### src/rtl/neg3_pipe.sv
module neg3_pipe #(
  parameter int W      = 64,
  parameter bit PACKED = 1'b0
) (
  input  logic         clk,
  input  logic         rst_n,
  input  logic         in_vld,
  input  logic [W-1:0] in_word,
  output logic         out_vld,
  output logic [W-1:0] out_word
);
  localparam int LANES = PACKED ? 2 : 1;
  localparam int LW    = W / LANES;

  logic [2:0]   vld_q;
  logic [W-1:0] cap_q, inv_q, neg_q;
  logic [W-1:0] inc_w;

  always_ff @(posedge clk or negedge rst_n)
    if (!rst_n) vld_q <= '0;
    else        vld_q <= {vld_q[1:0], in_vld};

  always_ff @(posedge clk) begin
    if (in_vld)   cap_q <= in_word;
    if (vld_q[0]) inv_q <= ~cap_q;
    if (vld_q[1]) neg_q <= inc_w;
  end

  for (genvar g = 0; g < LANES; g++) begin : g_lane
    assign inc_w[g*LW +: LW] = inv_q[g*LW +: LW] + {{(LW-1){1'b0}}, 1'b1};
  end

  assign out_vld  = vld_q[2];
  assign out_word = neg_q;
endmodule

### config.mk
export PLATFORM = sky130hd
export DESIGN_NAME = neg3_pipe
export DESIGN_NICKNAME = d
export VERILOG_FILES = /design/src/rtl/neg3_pipe.sv
export SDC_FILE = /design/constraint.sdc
export NUM_CORES = 1
export LEC_CHECK = 0
export BUFFER_PORTS_ARGS = -buffer_cell sky130_fd_sc_hd__buf_2
export CELL_PAD_IN_SITES_DETAIL_PLACEMENT = 2
export CELL_PAD_IN_SITES_GLOBAL_PLACEMENT = 2
export CORE_MARGIN = 10
export CORE_UTILIZATION = 39
export DETAILED_ROUTE_END_ITERATION = 8
export HOLD_SLACK_MARGIN = 0.08
export PLACE_DENSITY_LB_ADDON = 0.1
export SYNTH_ARGS = -nofsm -noshare
export SYNTH_HDL_FRONTEND = slang
export SYNTH_SLANG_ARGS = --single-unit
### constraint.sdc
create_clock -name clk -period 2.56 [get_ports clk]
set_input_delay 0.384 -clock clk [delete_from_list [all_inputs] [get_ports clk]]
set_output_delay 0.384 -clock clk [all_outputs]
set_load 0.05 [all_outputs]
After elaboration in Yosys (flattened, before gate mapping)
Cells that the tools add are included.

Flip-flop bits (word level): 195. Input port bits: 67.

Add/subtract/negate cells: 1. Bitwise logic cells: 1.

Operator list (count): adder 64 x 1 -> 64 bit, second input constant (1); inverter 64 bit (1).

Longest topological paths before layout
Gate-level depths: netlist of run 1.

Word-level depth: 1. Mapped depth: 7. Depth with buffers taken out: 6.

Worst setup path after synthesis of run 1
Ideal clock, no wire load.

Path kind: flip-flop to flip-flop. From: register vld_q[0]. To: register inv_q[0] (enable). Setup time: 422 ps. Arrival: 1599 ps. Slack: 540 ps. Cell stages (with the launch flop): 1. Buffers on the path: 0. Clock period less this slack: 2020 ps. Cell sequence: dfrtp_1.

RTL lines: start, declared (line 15) `logic [2:0] vld_q;`; start signal, assigned (line 21) `else vld_q <= {vld_q[1:0], in_vld};`; end signal, assigned (line 25) `if (vld_q[0]) inv_q <= ~cap_q;`; end, declared (line 16) `logic [W-1:0] cap_q, inv_q, neg_q;`.

No word-level cell between the ends.

Worst setup path in the final report of run 1
From: register inv_q[9]. To: register neg_q[48], in the netlist out_word[48] (data pin).

Word-level cells in the longest chain between the ends: 1.

Ends and longest elaborated chain: adder 64 x 1 -> 64 bit (line 30) `assign inc_w[g*LW +: LW] = inv_q[g*LW +: LW] + {{(LW-1){1'b0}}, 1'b1};`; via inc_w[48] (line 17) `logic [W-1:0] inc_w;`; end signal, assigned (line 26) `if (vld_q[1]) neg_q <= inc_w;`; end, declared (line 16).

The timed path passes the listed nets, and every way through them passes these cells. A chain may end at the register's enable or synchronous reset.

==> results of run 1 <==
## state kept, by name, summed over array words and instances, names as in the netlist
name / cells
inv_q: 64
out_word: 64
vld_q: 3
cap_q: 64
## through the flow
step / hold WS, ns / setup slack [ns]
after global routing: 0.08665 / 0.07912
after floorplan: 0.08841 / 0.5397
final: 0.1112 / 0.3004
after global placement: 0.1814 / 0.3892
after detailed placement: 0.1833 / 0.2924
after CTS: 0.08551 / 0.2831
## power by group
part,internal (mW),switching [mW],leakage [nW]
Sequential,3.80,0.157,1.91
Clock,1.39,1.28,0.281
Combinational,0.154,0.364,1.38
## cell families (layout without fill, tap and decap cells)
| kind of cell | Yosys count | count (layout) | share of synthesized area [%] |
|---|---|---|---|
| flops | 195 | 195 | 78.14 |
| buf+inv | 76 | 247 | 3.984 |
| simple gates | 134 | 134 | 10.45 |
| fa+ha+maj | 1 | 1 | 0.1674 |
| xor+xnor | 62 | 62 | 7.265 |
## final timing paths
check	endpoint	depth (start not counted)
worst max-delay path	out_word[48]$_DFFE_PP_	5
worst max register to register	out_word[48]$_DFFE_PP_	5
min in group asynchronous	vld_q[2]$_DFF_PN0_	2
max in group asynchronous	vld_q[1]$_DFF_PN0_	2
worst min-delay path	cap_q[58]$_DFFE_PP_	1
worst min register to register	inv_q[46]$_DFFE_PP_	1
## cell usage in the layout, fill, tap and decap left out
cell type	instances
sky130_fd_sc_hd__edfxtp_1	192
sky130_fd_sc_hd__buf_2	131
sky130_fd_sc_hd__inv_1	72
sky130_fd_sc_hd__xor2_1	34
sky130_fd_sc_hd__nand2_1	32
sky130_fd_sc_hd__xnor2_1	28
sky130_fd_sc_hd__nor2_1	22
sky130_fd_sc_hd__nand3_1	21
sky130_fd_sc_hd__nand4_1	18
sky130_fd_sc_hd__clkbuf_16	17
sky130_fd_sc_hd__nor3_1	12
sky130_fd_sc_hd__nor3_2	9
sky130_fd_sc_hd__buf_4	9
sky130_fd_sc_hd__nor4_2	4
sky130_fd_sc_hd__and4_1	4
sky130_fd_sc_hd__inv_8	4
sky130_fd_sc_hd__and3_1	3
sky130_fd_sc_hd__clkinvlp_4	3
sky130_fd_sc_hd__clkinv_4	3
sky130_fd_sc_hd__inv_6	3
sky130_fd_sc_hd__nor4_1	2
sky130_fd_sc_hd__buf_12	2
sky130_fd_sc_hd__dfrtp_2	2
sky130_fd_sc_hd__nand3_2	1
sky130_fd_sc_hd__nor4_4	1
sky130_fd_sc_hd__nand4b_4	1
sky130_fd_sc_hd__nand3_4	1
sky130_fd_sc_hd__or4_1	1
sky130_fd_sc_hd__or3_1	1
sky130_fd_sc_hd__nand3b_1	1
sky130_fd_sc_hd__ha_1	1
sky130_fd_sc_hd__bufinv_16	1
sky130_fd_sc_hd__clkinv_8	1
sky130_fd_sc_hd__dlygate4sd3_1	1
sky130_fd_sc_hd__dfrtp_1	1
## critical path: stages (launching register included)
cell and delay, ns:
sky130_fd_sc_hd__edfxtp_1 0.45, sky130_fd_sc_hd__nand3_2 0.17, sky130_fd_sc_hd__nor4_4 0.50, sky130_fd_sc_hd__nand3_4 0.32, sky130_fd_sc_hd__nor4_1 0.41, sky130_fd_sc_hd__xor2_1 0.14
## routing by layer
| layer | wire length (um) | part of all wire [%] | vias up | global-route usage, % |
|---|---|---|---|---|
| li1 | - | - | 1973 | - |
| met1 | 7261 | 42 | 2073 | 16.67 |
| met2 | 8681 | 51 | 89 | 23.58 |
| met3 | 941 | 5.5 | 18 | 4.155 |
| met4 | 248 | 1.4 | 0 | 5.161 |
| met5 | 0 | 0 | - | 0 |
## final cells by class
| cell class | instances | area, um^2 | share of cell area [%] |
|---|---|---|---|
| sequential | 195 | 5843 | 64.16 |
| multi-input combinational | 197 | 1336 | 14.67 |
| timing repair buffer | 143 | 773.2 | 8.490 |
| clock buffer | 17 | 425.4 | 4.671 |
| tap | 234 | 292.8 | 3.215 |
| inverter | 72 | 270.3 | 2.967 |
| clock inverter | 15 | 166.4 | 1.827 |
==> results.yml, run 1 <==
setup_path:
  worst_reg_to_reg_setup_slack_ns: 0.30
  worstSetupStartpointType: "flop"
  data_arrival_time_of_the_critical_path_ns: 2.43
  crit_path_max_fanout: 15
  crit-reg2reg-launch: "inv_q[9]$_DFFE_PP_"
  worst_setup_path_startpoint: "inv_q[9]$_DFFE_PP_"
  worst_path_class_setup: "flop to flop"
  crit_path_end_kind: "flop"
  worst_endpoint_required_time_ns: 2.73
placement:
  routabilityCongestion: 0.7512
  post_dp_cell_area_mm2: 0.008506
  port_buffers: 131
  place_inst: 840
  place_hpwl_mm: 12.38
clocking:
  clock_tree_from_tritoncts: "yes"
  clkTransAtPathRegs_ns: 0.08
  cts.sink_count: 195
  ctsRootBufferMaster: "sky130_fd_sc_hd__clkbuf_16"
  cts_hold_buf: 1
  cts.repair_timing.setup_buffer_count: 0
  tritoncts.num_buffers: 17
  clockBufferDepth: 2
  h-tree-depth: 4
  cts-resized-gates: 0
  worstSkewPairLatency_ns: 0.44
synth:
  synth_area_leaders: "sky130_fd_sc_hd__edfxtp_1 (77%), sky130_fd_sc_hd__xor2_1 (4.0%), sky130_fd_sc_hd__inv_1 (3.6%), sky130_fd_sc_hd__xnor2_1 (3.3%), sky130_fd_sc_hd__nand2_1 (1.6%)"
  postSynthRegisterBits: 195
  mappedNetlistNets: 536
  synth_cells: 468
  syn-mean-instance-area_um2: 15.97
  synth_area_mm2: 0.007475
  yosysSeqAreaShare_pct: 78.14
  dominantRegCellSynth: "sky130_fd_sc_hd__edfxtp_1"
  synth.lib_cells_used.distinct: 27
  yosys.area.top_type_share_pct: 77.13
  synth-edff-count: 192
  synth.yosys.warnings: 0
  yosys.cell_count.top_type: "sky130_fd_sc_hd__edfxtp_1"
  ys_async_sr_fraction_pct: 1.538
  yosys.area.top_type: "sky130_fd_sc_hd__edfxtp_1"
  synth_top_cells_by_count: "sky130_fd_sc_hd__edfxtp_1 (192), sky130_fd_sc_hd__inv_1 (72), sky130_fd_sc_hd__xor2_1 (34), sky130_fd_sc_hd__nand2_1 (32), sky130_fd_sc_hd__xnor2_1 (28)"
final_layout:
  design_area_final_mm2: 0.009107
  finish.utilization_pct: 48.53
  nNetsFinal: 694
  filler_instances: 1835
  num_antenna_cells: 0
  final_cells: 873
  syn_to_final_growth_pct: 21.84
  final_layout_size_suffix_gt1_share_pct: 30.20
floorplanning:
  initial_core_util_pct: 39.83
  chipWidth_um: 158.4
  vertical_die_dimension_um: 158.4
  site_row_count: 50
  ios: 132
  fp.coreArea_mm2: 0.01877
  dieArea_mm2: 0.02510
global_route:
  global_route.usage.total_pct: 14.02
  grt_pass1_vias: 4717
  grt_pass1_wl_mm: 26.21
  global_route.overflow_total: 0
  antenna_violations_before_repair: 0
  grt_start_max_net_pins: 66
timing:
  setup-tns-final_ns: 0
  unrepaired_setup_endpoints_after_global_routing: "false"
  final-max-slew-violation-count: 0
  achievable-frequency_mhz: 442.6
  skew_ns: 0.01078
  max-slew-margin-rel_pct: 59.23
  hold_violations: 0
  shortest_period_the_worst_path_allows_ns: 2.260
  worst_slew_pin_slew_ns: 0.6116
  final_setup_violation_count: 0
  min_period_over_period_pct: 88.27
power:
  design_power_total_mw: 7.142
  power.density_cell_area_mw_per_mm2: 784.2
  power_leakage_nw: 3.569
  peak_supply_drop_mv: 0.5331
drt:
  drt_iter0_markers: 154
  routed_via_density: 4.757
  drt.antenna.violating_nets: 0
  routed_wirelength_mm: 17.13
  drt_pre_antenna_iters: 4
  route.vias.total: 4153
  wl_per_cell_um: 19.63
  drt_drc_violations_left: 0
run:
  maxCapViolations: 0
min_path:
  worst_hold_path_type: "input pin to flop"
  worst_hold_startpoint: "in_word[58]"
run_status:
  status: "completed"
Power figures use the tool's default switching activity.
==> run 2, diff against run 1 <==
--- a/config.mk
+++ b/config.mk
@@ -6,6 +6,7 @@
 export NUM_CORES = 1
 export LEC_CHECK = 0
 export BUFFER_PORTS_ARGS = -buffer_cell sky130_fd_sc_hd__buf_2
+export CAP_MARGIN = 20
 export CELL_PAD_IN_SITES_DETAIL_PLACEMENT = 2
 export CELL_PAD_IN_SITES_GLOBAL_PLACEMENT = 2
 export CORE_MARGIN = 10
@@ -13,6 +14,7 @@
 export DETAILED_ROUTE_END_ITERATION = 8
 export HOLD_SLACK_MARGIN = 0.08
 export PLACE_DENSITY_LB_ADDON = 0.1
+export RECOVER_POWER = 50
 export SYNTH_ARGS = -nofsm -noshare
 export SYNTH_HDL_FRONTEND = slang
 export SYNTH_SLANG_ARGS = --single-unit
==> run 2 against run 1 <==
  * The run now ends with capacitance limit, slew limit left
  * Die area unchanged
  * Sequential share of layout area rose by 0.13 points
  * First-iteration DRC count unchanged
  * Clock skew barely moved
  * Worst setup slack better by 0.0053 ns
  * Global-route usage stayed put
  * Sequential power about the same
  * Register-to-register slack about the same
  * Design area down 0.25%
  * Worst hold slack is essentially flat
  * Final cell count unchanged
  * Via count barely moved
==> results.yml, run 2 (same netlist as run 1, synthesis figures left out) <==
run_status:
  status: "complete, but fails checks"
  violations: "capacitance limit, slew limit"
clocking:
  h-tree-depth: 4
  cts.sink_count: 195
  cts.repair_timing.setup_buffer_count: 0
  clockBufferDepth: 2
  worstSkewPairLatency_ns: 0.44
  cts_hold_buf: 1
  tritoncts.num_buffers: 17
  cts-resized-gates: 0
  clock_tree_from_tritoncts: "yes"
  clkTransAtPathRegs_ns: 0.08
  ctsRootBufferMaster: "sky130_fd_sc_hd__clkbuf_16"
floorplanning:
  fp.coreArea_mm2: 0.01877
  dieArea_mm2: 0.02510
  ios: 132
  chipWidth_um: 158.4
  initial_core_util_pct: 39.83
  vertical_die_dimension_um: 158.4
  site_row_count: 50
setup_path:
  crit_path_max_fanout: 15
  data_arrival_time_of_the_critical_path_ns: 2.43
  worst_path_class_setup: "flop to flop"
  worstSetupStartpointType: "flop"
  r2r_cells: 5
  worst_endpoint_required_time_ns: 2.73
  crit_path_end_kind: "flop"
final_layout:
  filler_instances: 1838
  final_common_cell: "sky130_fd_sc_hd__edfxtp_1"
  syn_to_final_growth_pct: 21.54
  layout.cells.most_common_list: "sky130_fd_sc_hd__edfxtp_1 (192), sky130_fd_sc_hd__buf_2 (127), sky130_fd_sc_hd__inv_1 (72)"
  design_area_final_mm2: 0.009085
  nNetsFinal: 694
  num_antenna_cells: 0
  final_layout_size_suffix_gt1_share_pct: 29.26
timing:
  setup-tns-final_ns: 0
  hold_slack_ns: 0.1111
  min_period_over_period_pct: 88.06
  worst_slew_pin_slew_ns: 1.773
  unrepaired_setup_endpoints_after_global_routing: "false"
  setup_ws_ns: 0.3057
  shortest_period_the_worst_path_allows_ns: 2.254
  achievable-frequency_mhz: 443.6
  final_setup_violation_count: 0
  hold_violations: 0
  skew_ns: 0.01079
  final-max-slew-violation-count: 66
  max-slew-margin-rel_pct: -18.22
drt:
  route.vias.total: 4156
  routed_wirelength_mm: 17.17
  drt_drc_violations_left: 0
  drt_pre_antenna_iters: 4
  wl_per_cell_um: 19.66
  drt_iter0_markers: 154
  drt.antenna.violating_nets: 0
  routed_via_density: 4.761
run:
  maxCapViolations: 1
global_route:
  grt_start_max_net_pins: 66
  grt_pass1_wl_mm: 26.21
  global_route.usage.total_pct: 14.02
  global_route.overflow_total: 0
  antenna_violations_before_repair: 0
  grt_pass1_vias: 4717
placement:
  post_placement_setup_slack_ns: 0.2924
  place_hpwl_mm: 12.38
  routabilityCongestion: 0.7512
  port_buffers: 131
  post_dp_cell_area_mm2: 0.008506
power:
  power_leakage_nw: 3.555
  power.density_cell_area_mw_per_mm2: 786.1
  peak_supply_drop_mv: 0.5333
  design_power_total_mw: 7.142
min_path:
  worst_hold_path.num_cells: 1
  worst_hold_path_type: "input pin to flop"
==> run 2: cell count changes in the layout (fill, tap and decap cells not counted) <==
cell                       delta
sky130_fd_sc_hd__buf_2        -4
sky130_fd_sc_hd__clkbuf_1     +4
sky130_fd_sc_hd__buf_12       -1
sky130_fd_sc_hd__clkbuf_2     +1
sky130_fd_sc_hd__dfrtp_1      +2
sky130_fd_sc_hd__dfrtp_2      -2
==> run 2: critical path, cell delays in order (launching register included) <==
cell and delay (ns):
sky130_fd_sc_hd__edfxtp_1 0.45, sky130_fd_sc_hd__nand3_2 0.17, sky130_fd_sc_hd__nor4_4 0.50, sky130_fd_sc_hd__nand3_4 0.32
sky130_fd_sc_hd__nor4_1 0.41, sky130_fd_sc_hd__xor2_1 0.14
==> run 2: final cells by class <==
class                      count  area, um^2  area share [%]
timing repair buffer         143       753.2           8.291
clock buffer                  17       425.4           4.683
sequential                   195        5841           64.29
clock inverter                15       166.4           1.832
multi-input combinational    197        1336           14.71
inverter                      72       270.3           2.975
tap                          234       292.8           3.223
==> run 2: path summary, 6_finish.rpt <==
kind	start	to	slack (ns)
worst min register to register	cap_q[46]$_DFFE_PP_	inv_q[46]$_DFFE_PP_	0.51
worst min-delay path	in_word[58]	cap_q[58]$_DFFE_PP_	0.11
max in group asynchronous	rst_n	vld_q[1]$_DFF_PN0_	2.12
worst max-delay path	inv_q[9]$_DFFE_PP_	out_word[48]$_DFFE_PP_	0.31
worst max register to register	inv_q[9]$_DFFE_PP_	out_word[48]$_DFFE_PP_	0.31
min in group asynchronous	rst_n	vld_q[0]$_DFF_PN0_	0.29
==> run 2: stage by stage <==
| stage | utilization (%) | instances |
|---|---|---|
| after floorplan | - | 468 |
| after global placement | 45.32 | 840 |
| after detailed placement | 45.32 | 840 |
| after CTS | 48.53 | 873 |
| after global routing | 48.41 | 873 |
| final | 48.41 | 873 |
==> run 2: power breakdown <==
part | switching, mW | leakage (nW) | total, mW | internal (mW)
logic | 0.364 | 1.36 | 0.515 | 0.150
registers | 0.157 | 1.91 | 3.96 | 3.80
clock network | 1.28 | 0.281 | 2.67 | 1.39
total | 1.80 | 3.55 | 7.14 | 5.34
==> run 2: metal layers <==
metal  part of all wire [%]  GRT usage (%)
met5                      0              0
met4                    1.4          5.161
met3                    5.3          4.155
met2                     51          23.58
met1                     43          16.67
==> run 3, diff against run 2 <==
--- a/config.mk
+++ b/config.mk
@@ -12,7 +12,7 @@
 export CORE_MARGIN = 10
 export CORE_UTILIZATION = 39
 export DETAILED_ROUTE_END_ITERATION = 8
-export HOLD_SLACK_MARGIN = 0.08
+export HOLD_SLACK_MARGIN = 0.12
 export PLACE_DENSITY_LB_ADDON = 0.1
 export RECOVER_POWER = 50
 export SYNTH_ARGS = -nofsm -noshare
==> run 3 against run 2 <==
  * The run still ends with capacitance limit, slew limit left
  * Clock-buffer cell count is the same
  * Clock skew shrank 0.00073 ns
  * Design area grew 6.7%
  * Wire length grew 7.9%
  * Utilization grew 3.2 points
==> results.yml, run 3 (same netlist as run 1, synthesis figures left out) <==
timing:
  achievable-frequency_mhz: 441.8
  setup-tns-final_ns: 0
  min_period_over_period_pct: 88.41
  shortest_period_the_worst_path_allows_ns: 2.263
  final-max-slew-violation-count: 66
  worst_slew_pin_slew_ns: 1.813
  hold_violations: 0
  unrepaired_setup_endpoints_after_global_routing: "false"
  skew_ns: 0.01005
  final_setup_violation_count: 0
  max-slew-margin-rel_pct: -20.85
drt:
  wl_met1_mm: 7.801
  routed_via_density: 4.714
  met2_length_mm: 9.540
  drt_pre_antenna_iters: 4
  routed_wirelength_mm: 18.52
  wl_per_cell_um: 19.83
  topRoutingLayerUsed: "met4"
  drt_drc_violations_left: 0
  drt_iter0_markers: 221
  met3_length_um: 952
  route.vias.total: 4403
  drt.antenna.violating_nets: 0
power:
  p_seq_share_pct: 54.7
  power_leakage_nw: 3.796
  p_int_mw: 5.398
  comb_power_share_pct: 8.2
  power_frac_clock_pct: 37.1
  peak_supply_drop_mv: 0.5116
  switching_power_mw: 1.839
  power.density_cell_area_mw_per_mm2: 746.9
  sw_frac_of_total_pct: 25.41
run_status:
  violations: "capacitance limit, slew limit"
  status: "complete, but fails checks"
placement:
  port_buffers: 131
  post_dp_cell_area_mm2: 0.008506
  place_hpwl_mm: 12.38
  routabilityCongestion: 0.7512
setup_path:
  worst_reg_to_reg_setup_slack_ns: 0.30
  worstSetupStartpointType: "flop"
  crit_path_end_kind: "flop"
  data_arrival_time_of_the_critical_path_ns: 2.44
  crit_path_max_fanout: 15
  worst_endpoint_required_time_ns: 2.73
  worst_path_class_setup: "flop to flop"
clocking:
  cts.sink_count: 195
  clockBufferDepth: 2
  cts-resized-gates: 0
  tritoncts.num_buffers: 17
  ctsRootBufferMaster: "sky130_fd_sc_hd__clkbuf_16"
  cts.repair_timing.setup_buffer_count: 0
  cts_hold_buf: 61
  worstSkewPairLatency_ns: 0.44
  clkTransAtPathRegs_ns: 0.08
  h-tree-depth: 4
  clock_tree_from_tritoncts: "yes"
global_route:
  global_route.overflow_total: 0
  grt_pass1_vias: 5048
  grt_pass1_wl_mm: 28.47
  grt_start_max_net_pins: 66
  antenna_violations_before_repair: 0
  global_route.usage.total_pct: 15.25
final_layout:
  layout.cells.most_common_list: "sky130_fd_sc_hd__edfxtp_1 (192), sky130_fd_sc_hd__buf_2 (122), sky130_fd_sc_hd__inv_1 (72)"
  design_area_final_mm2: 0.009689
  num_antenna_cells: 0
  final_layout_size_suffix_gt1_share_pct: 26.00
  sequential_area_mm2: 0.005841
  filler_instances: 1778
  multiInputGateArea_mm2: 0.001336
  nNetsFinal: 755
  final_common_cell: "sky130_fd_sc_hd__edfxtp_1"
  syn_to_final_growth_pct: 29.63
floorplanning:
  initial_core_util_pct: 39.83
  fp.coreArea_mm2: 0.01877
  dieArea_mm2: 0.02510
  ios: 132
  site_row_count: 50
  vertical_die_dimension_um: 158.4
  chipWidth_um: 158.4
min_path:
  worst_hold_path_type: "input pin to flop"
run:
  maxCapViolations: 1
==> run 3: changes by cell type in the layout (fill, tap and decap cells not counted), sizes merged <==
cell	delta
buf	-5
clkbuf	+5
dlygate4sd3	+61
==> run 3: final cells by class <==
type	instances	area share [%]
clock buffer	17	4.390
clock inverter	15	1.717
multi-input combinational	197	13.79
timing repair buffer	204	14.01
sequential	195	60.28
inverter	72	2.789
tap	234	3.022
==> run 3: power groups by stage <==
| stage | Combinational, mW | Sequential (mW) | Clock, mW |
|---|---|---|---|
| after floorplan | 0.133 | 4.18 | 0 |
| after global placement | 0.511 | 4.01 | 0 |
| after detailed placement | 0.530 | 4.03 | 0 |
| after CTS | 0.605 | 3.96 | 2.74 |
| after global routing | 0.645 | 3.99 | 2.87 |
| final | 0.592 | 3.96 | 2.68 |
==> run 3: final timing paths <==
path                                startpoint                endpoint  depth (start not counted)
max                         inv_q[9]$_DFFE_PP_  out_word[48]$_DFFE_PP_                          5
max in group asynchronous                rst_n      vld_q[1]$_DFF_PN0_                          2
min in group asynchronous                rst_n      vld_q[0]$_DFF_PN0_                          2
min reg2reg                cap_q[46]$_DFFE_PP_     inv_q[46]$_DFFE_PP_                          1
max reg2reg                 inv_q[9]$_DFFE_PP_  out_word[48]$_DFFE_PP_                          5
min                                in_word[32]     cap_q[32]$_DFFE_PP_                          1
==> run 3: per-layer routing <==
layer / vias to the layer above / track usage [%]
li1: 2094 / -
met1: 2198 / 17.99
met2: 93 / 26.09
met3: 18 / 4.344
met4: 0 / 5.293
met5: - / 0
==> run 3: critical path: stages (launching register included) <==
cell and delay, ns:
sky130_fd_sc_hd__edfxtp_1 0.46, sky130_fd_sc_hd__nand3_2 0.17, sky130_fd_sc_hd__nor4_4 0.50, sky130_fd_sc_hd__nand3_4 0.32, sky130_fd_sc_hd__nor4_1 0.41, sky130_fd_sc_hd__xor2_1 0.14
==> run 3: stage by stage <==
stage / std cells / hold WS, ns / setup WS (ns) / power (mW) / util, %
floorplan: 468 / 0.08841 / 0.5397 / 4.313 / -
global placement: 840 / 0.1814 / 0.3892 / 4.521 / 45.32
detailed placement: 840 / 0.1833 / 0.2924 / 4.559 / 45.32
CTS: 933 / 0.1252 / 0.2831 / 7.307 / 51.73
global route: 934 / 0.1528 / 0.07139 / 7.512 / 51.63
finish: 934 / 0.1654 / 0.2967 / 7.237 / 51.63
